<file path="src/rtl/pmc_pkg.sv">
package pmc_pkg;
    localparam int MODE_W = 4;
    localparam int B_HALT = 0;
    localparam int B_SLOW = 1;
    localparam int B_FAST = 2;
    localparam int B_SUB  = 3;

    typedef logic [MODE_W-1:0] mode_t;

    // bits that survive interrupt entry
    localparam mode_t ENTRY_KEEP = mode_t'(1) << B_FAST;

    typedef struct packed {
        logic cpu;
        logic mclk;
        logic smclk;
        logic aclk;
        logic fast;
        logic slow;
    } gate_t;
endpackage

</file>
<file path="src/rtl/pmc_save_stack.sv">
module pmc_save_stack
    import pmc_pkg::*;
#(
    parameter int DEPTH = 2
) (
    input  logic  clk,
    input  logic  rst_n,
    input  logic  push,
    input  mode_t push_data,
    input  logic  pop,
    input  logic  mod_en,
    input  mode_t mod_data,
    output mode_t top_data,
    output logic  full,
    output logic  empty
);
    localparam int CW = $clog2(DEPTH + 1);

    typedef struct packed {
        logic [DEPTH-1:0][MODE_W-1:0] ent;
        logic [CW-1:0]                cnt;
    } stk_t;

    stk_t st_d, st_q;

    always_comb begin
        st_d     = st_q;
        full     = (st_q.cnt == CW'(DEPTH));
        empty    = (st_q.cnt == '0);
        top_data = '0;
        for (int i = 0; i < DEPTH; i++) begin
            if (CW'(i + 1) == st_q.cnt) top_data = st_q.ent[i];
        end
        if (pop && !empty) begin
            st_d.cnt = st_q.cnt - CW'(1);
        end else if (push && !full) begin
            for (int i = 0; i < DEPTH; i++) begin
                if (CW'(i) == st_q.cnt) st_d.ent[i] = push_data;
            end
            st_d.cnt = st_q.cnt + CW'(1);
        end else if (mod_en && !empty) begin
            for (int i = 0; i < DEPTH; i++) begin
                if (CW'(i + 1) == st_q.cnt) st_d.ent[i] = mod_data;
            end
        end
    end

    always_ff @(posedge clk or negedge rst_n) begin
        if (!rst_n) st_q <= '0;
        else        st_q <= st_d;
    end


    no_overflow_chk: assert property (@(posedge clk) disable iff (!rst_n)
        push |-> !full);


    depth_bound_chk: assert property (@(posedge clk) disable iff (!rst_n)
        st_q.cnt <= CW'(DEPTH));
endmodule

</file>
<file path="src/rtl/pmc_gate_decode.sv">
module pmc_gate_decode
    import pmc_pkg::*;
(
    input  logic  clk,
    input  logic  rst_n,
    input  mode_t mode,
    input  logic  main_sel,
    input  logic  sub_sel,
    output gate_t gates
);
    gate_t gate_d, gate_q;

    always_comb begin
        gate_d.cpu   = !mode[B_HALT];
        gate_d.mclk  = !mode[B_HALT];
        gate_d.smclk = !mode[B_SUB];
        gate_d.aclk  = !mode[B_SLOW];
        gate_d.fast  = !mode[B_FAST]
                     || (gate_d.mclk  && !main_sel)
                     || (gate_d.smclk && !sub_sel);
        gate_d.slow  = !mode[B_SLOW]
                     || (gate_d.mclk  && main_sel)
                     || (gate_d.smclk && sub_sel);
    end

    // enables move only while clk is low
    always_ff @(negedge clk or negedge rst_n) begin
        if (!rst_n) gate_q <= '1;
        else        gate_q <= gate_d;
    end

    assign gates = gate_q;


    core_gate_chk: assert property (@(posedge clk) disable iff (!rst_n)
        (gates.cpu == !mode[B_HALT]) && (gates.mclk == gates.cpu));


    aux_gate_chk: assert property (@(posedge clk) disable iff (!rst_n)
        gates.aclk == !mode[B_SLOW]);


    fast_need_chk: assert property (@(posedge clk) disable iff (!rst_n)
        (!mode[B_FAST] || (!mode[B_HALT] && !main_sel)) |-> gates.fast);


    slow_need_chk: assert property (@(posedge clk) disable iff (!rst_n)
        (!mode[B_SLOW] || (!mode[B_SUB] && sub_sel)) |-> gates.slow);
endmodule

</file>
<file path="src/rtl/pwr_mode_ctrl.sv">
module pwr_mode_ctrl
    import pmc_pkg::*;
#(
    parameter int DEPTH = 2
) (
    input  logic       clk,
    input  logic       rst_n,
    input  logic       sr_wr_en,
    input  logic [3:0] sr_wr_data,
    input  logic       main_sel,
    input  logic       sub_sel,
    input  logic       irq_req,
    input  logic       wake_ext,
    input  logic       reti,
    input  logic       sav_wr_en,
    input  logic [3:0] sav_wr_data,
    output logic [3:0] mode_bits,
    output logic       cpu_en,
    output logic       mclk_en,
    output logic       smclk_en,
    output logic       aclk_en,
    output logic       fast_osc_en,
    output logic       slow_osc_en
);
    typedef struct packed {
        mode_t bits;
    } ctl_t;

    ctl_t  ctl_d, ctl_q;
    mode_t stk_top;
    logic  stk_full, stk_empty;
    logic  halted, deep_sleep;
    logic  pop_go, push_go, wr_go, mod_go;
    gate_t gates;

    always_comb begin
        ctl_d      = ctl_q;
        halted     = ctl_q.bits[B_HALT];
        deep_sleep = &ctl_q.bits;
        pop_go     = reti && !halted && !stk_empty;
        push_go    = !pop_go && !stk_full
                   && ((irq_req && !deep_sleep) || wake_ext);
        wr_go      = !pop_go && !push_go && sr_wr_en && !halted;
        mod_go     = !pop_go && !push_go && sav_wr_en && !halted;
        if (pop_go)       ctl_d.bits = stk_top;
        else if (push_go) ctl_d.bits = ctl_q.bits & ENTRY_KEEP;
        else if (wr_go)   ctl_d.bits = sr_wr_data;
    end

    always_ff @(posedge clk or negedge rst_n) begin
        if (!rst_n) ctl_q <= '0;
        else        ctl_q <= ctl_d;
    end

    pmc_save_stack #(.DEPTH(DEPTH)) u_stack (
        .clk       (clk),
        .rst_n     (rst_n),
        .push      (push_go),
        .push_data (ctl_q.bits),
        .pop       (pop_go),
        .mod_en    (mod_go),
        .mod_data  (sav_wr_data),
        .top_data  (stk_top),
        .full      (stk_full),
        .empty     (stk_empty)
    );

    pmc_gate_decode u_decode (
        .clk      (clk),
        .rst_n    (rst_n),
        .mode     (ctl_q.bits),
        .main_sel (main_sel),
        .sub_sel  (sub_sel),
        .gates    (gates)
    );

    assign mode_bits   = ctl_q.bits;
    assign cpu_en      = gates.cpu;
    assign mclk_en     = gates.mclk;
    assign smclk_en    = gates.smclk;
    assign aclk_en     = gates.aclk;
    assign fast_osc_en = gates.fast;
    assign slow_osc_en = gates.slow;


    entry_clear_chk: assert property (@(posedge clk) disable iff (!rst_n)
        push_go |=> (mode_bits[B_HALT] == 1'b0) && (mode_bits[B_SLOW] == 1'b0)
                 && (mode_bits[B_SUB] == 1'b0)
                 && (mode_bits[B_FAST] == $past(mode_bits[B_FAST])));


    restore_chk: assert property (@(posedge clk) disable iff (!rst_n)
        pop_go |=> mode_bits == $past(stk_top));


    deep_hold_chk: assert property (@(posedge clk) disable iff (!rst_n)
        ((&mode_bits) && !wake_ext) |=> $stable(mode_bits));


    halted_hold_chk: assert property (@(posedge clk) disable iff (!rst_n)
        (mode_bits[B_HALT] && !push_go) |=> $stable(mode_bits));
endmodule

</file>
<file path="config.mk">
export PLATFORM = sky130hd
export DESIGN_NAME = pwr_mode_ctrl
export DESIGN_NICKNAME = d
export VERILOG_FILES = /design/src/rtl/pmc_pkg.sv /design/src/rtl/pmc_save_stack.sv /design/src/rtl/pmc_gate_decode.sv /design/src/rtl/pwr_mode_ctrl.sv
export SDC_FILE = /design/constraint.sdc
export NUM_CORES = 1
export LEC_CHECK = 0
export ABC_CLOCK_PERIOD_IN_PS = 3400
export BUFFER_PORTS_ARGS = -buffer_cell sky130_fd_sc_hd__buf_2
export CELL_PAD_IN_SITES_DETAIL_PLACEMENT = 1
export CELL_PAD_IN_SITES_GLOBAL_PLACEMENT = 2
export CORE_MARGIN = 3
export CORE_UTILIZATION = 35
export CTS_CLUSTER_DIAMETER = 150
export DETAILED_ROUTE_END_ITERATION = 16
export PLACE_DENSITY = 0.83
export REMOVE_ABC_BUFFERS = 1
export SYNTH_ARGS = -nofsm -noshare
export SYNTH_HDL_FRONTEND = slang
export SYNTH_HIERARCHICAL = 1
export SYNTH_SLANG_ARGS = --single-unit
</file>
<file path="constraint.sdc">
create_clock -name clk -period 3.4 [get_ports clk]
set_input_delay 0.68 -clock clk [delete_from_list [all_inputs] [get_ports clk]]
set_output_delay 0.68 -clock clk [all_outputs]
set_load 0.005 [all_outputs]
</file>
# Yosys cells after proc, flatten, opt, wreduce, memory -nomap -nowiden
# Index checks and enable logic that the tools add are counted.
# op_classes
addsub,2
n_eq_ne,6
n_mux,13
n_bitwise,1
n_reduce_logical,44
# ops
operator,n
two-way mux 4 bit,9
logical AND 1 bit,17
two-way mux 8 bit,2
AND reduction 4 bit,3
logical NOT 1 bit,11
nonzero test 2 bit,5
inequality test 2 bit (second input constant),3
logical OR 1 bit,5
two-way mux 2 bit,2
nonzero test 3 bit,1
adder 2 x 1 -> 2 bit (second input constant),1
== test 1 x 2 -> 1 bit (first input constant),1
== test 2 bit (first input constant),1
== test 2 bit (second input constant),1
logical NOT 2 bit,1
AND reduction 2 bit,1
subtractor 2 x 1 -> 2 bit (second input constant),1
NOT 1 bit,1
# totals
regBits,19
in_bits,17
out_inout_bits,10
word_cells,76

# Depth between registers and ports, before layout
# logic_depth
word_depth,13
ltp_mapped,11
ltp_nobuf,9

# By module
# Netlist, hierarchy kept.
# modules_own_cells
module,instances,cells_each,area_per_inst_um2,seq_area_each_um2
pmc_save_stack,1,60,616.8,250.2
pwr_mode_ctrl,1,31,316.6,100.1
pmc_gate_decode,1,12,172.7,131.4

==> results.yml <==
yosys:
  synth_xor_area_share_pct: 0.792
  synth_mux_area_share_pct: 15.4
  synth-seq-cells: 19
  synthAdderAreaFrac_pct: 3.39
  synth-compound-area-share_pct: 14.4
  ys_seq_area_share_pct: 43.6
  synth_top_family_by_area: "multiplexers"
  synthSimpleGateAreaFrac_pct: 11.9
  ys.flop_type: "dfrtp_1"
  ys_types: 31
  ys_warn_count: 6
  synth.avg_cell_area_um2: 10.7
  synth_cells: 103
  synth_edf_count: 0
  ys_async_sr_fraction_pct: 100
  netlist_area_um2: 1110
detailed_routing:
  wirelength_um: 2520
  viasPerCell: 4.89
  drc: 0
  vias: 856
  ant_nets: 0
  dr.pass1.iters: 4
  routedWlPerCell_um: 14.4
  dr.first_iter.drc_count: 9
min_path:
  hp-class: "in2async"
grt:
  grt_first_pass_wirelength_um: 4450
  grt_pass1_vias: 922
  gr-usage-met3_pct: 3.42
  antenna_found_initial: 0
  top_usage_layer: "met2"
  overflow: 0
  grt_usage_pct: 14.5
  met2_usage_pct: 25.4
  grt_max_degree: 20
  grt.met1_usage_pct: 17.6
timing:
  rsz0062_at_grt: "yes"
  tightest_slew_ns: 0.502
  drv_slew: 0
  setup-tns-final_ns: 0
  holdWs_ns: 0.304
  final-setup-viol-count: 0
  postLayoutSetupSlackWorst_ns: 0.0389
  hold_viol_final: 0
  relSlewSlack_pct: 66.5
  clock_skew_ns: 0.0605
cts:
  clk_root_buffer_cell: "clkbuf_4"
  cts_tree: "done"
  clk_pin_slew_ns: 0.12
  clk_latency_ns: 0.36
  cts_resized: 0
  cts.sinks: 19
  cts_buffer_depth: 2
  cts_max_level: 1
  cts_made_buffers: 3
  cts_setup_buffers: 0
setup_path:
  crit_fanout: 2
  critPathArrivalTime_ns: 2.68
  path_cells: "buf_2"
  crit_required_ns: 2.72
  critPathCaptureType: "output port"
  crit_buf_inv: 1
  worst_path_max_delay_cell: "dfstp_2"
  rrSetupSlack_ns: 0.78
  crit_family: "flip-flops"
  worst_setup_path_start_kind: "register"
  critPathKind: "reg2out"
  slowest_delay_ns: 0.52
final_layout:
  mostFrequentLayoutCell: "buf_2"
  fill_cells: 333
  diodes: 0
  syn_to_final_growth_pct: 18.7
  nets: 154
  mostFrequentLayoutCells: "buf_2 (26), inv_1 (23), dfrtp_1 (14), mux2i_1 (14), nand2_1 (9)"
  finish.instance_area_um2: 1310
  drive_above_1_share_pct: 34.6
run_status:
  status: "completed"
floorplan:
  initial_core_util_pct: 38.5
  ios: 27
  die_area_um2: 3870
  die_w_um: 62.2
  die_h_um: 62.2
  core_area_um2: 2880
  core.rowCount: 19
placed_design:
  routabilityCongestion: 0.748
  dp_hpwl_um: 2010
  dp_slack_ns: 0.413
  place_area_um2: 1250
  port_buffers: 26
pwr:
  power_density_nw_per_um2: 912
  ir_worst_vdd_uv: 386
  power.leakage_nw: 0.693
run:
  drv_cap: 0
-- sequential cells by signal, indices dropped and copies added, names as in the netlist --
name and count:
mode_bits 4, u_decode/gates 5, u_stack/st_q 10
-- cell usage after synthesis (2+ instances only) --
library cell   n  share of area (%)
nand2b_1       3                1.7
dfrtp_1       14                 32
nand2_1        9                3.1
dfstp_2        5                 12
inv_1         19                6.4
mux2_4         2                2.7
o21ai_0        4                1.8
o221a_1        2                2.0
a21oi_2        2                1.6
ha_1           3                3.4
buf_6          3                3.1
a31oi_1        3                1.7
nor2_1         3                1.0
mux2i_1       14                 13
-- cells by family after synthesis --
group                      after synthesis
buffers and inverters                   24
and+or+nand+nor                         22
DFF                                     19
AOI/OAI and AO/OA                       18
muxes                                   16
adders and majority gates                3
xor gates and xnor gates                 1
-- where the power goes --
group          switching (W)  leakage (nW)  internal, W
combinational       0.000311         0.423     0.000265
sequential         0.0000817         0.218     0.000352
clock              0.0000890        0.0528    0.0000972
total               0.000482         0.693     0.000715
-- per-layer routing --
layer  vias up  part of all wire [%]
met2        22                    48
met5         -                     0
met4         0                  0.68
met1       419                    46
li1        413                     -
met3         2                   5.0
-- path summary, 6_finish.rpt --
path                                              from                     endpoint  depth (start not counted)
max in group asynchronous                        rst_n  u_decode/gates[1]$_DFF_NN1_                          1
setup / recovery           u_decode/gates[4]$_DFF_NN1_                      mclk_en                          1
min in group clk           u_stack/st_q[2]$_DFFE_PN0P_  u_stack/st_q[2]$_DFFE_PN0P_                          2
setup reg to reg           u_stack/st_q[0]$_DFFE_PN0P_  u_stack/st_q[4]$_DFFE_PN0P_                          9
hold reg to reg            u_stack/st_q[2]$_DFFE_PN0P_  u_stack/st_q[2]$_DFFE_PN0P_                          2
hold / removal                                   rst_n  u_stack/st_q[9]$_DFFE_PN0P_                          1
-- area by class of cell --
| type | count | area, um^2 | share of cell area (%) |
|---|---|---|---|
| well taps | 42 | 52.6 | 4.00 |
| clock buffers | 4 | 47.5 | 3.62 |
| multi-input cells | 60 | 507 | 38.6 |
| inverters | 18 | 67.6 | 5.15 |
| clock inverters | 5 | 18.8 | 1.43 |
| repair buffers | 27 | 138 | 10.5 |
| flip-flops and latches | 19 | 482 | 36.7 |
-- stage by stage --
| step | cells | utilization, % | total power (W) |
|---|---|---|---|
| after global placement | 167 | 43.5 | 0.00101 |
| after global routing | 175 | 45.6 | 0.00132 |
| final | 175 | 45.6 | 0.00120 |
| after CTS | 175 | 45.6 | 0.00122 |
| after floorplan | 98 | - | 0.000847 |
| after detailed placement | 167 | 43.5 | 0.00104 |
-- what timing repair did --
item,in CTS,in global routing
endpoints found under the hold margin,0,0
hold buffers,0,0
setup endpoints to repair,0,2
No activity file was read; power rests on OpenSTA's default activity.
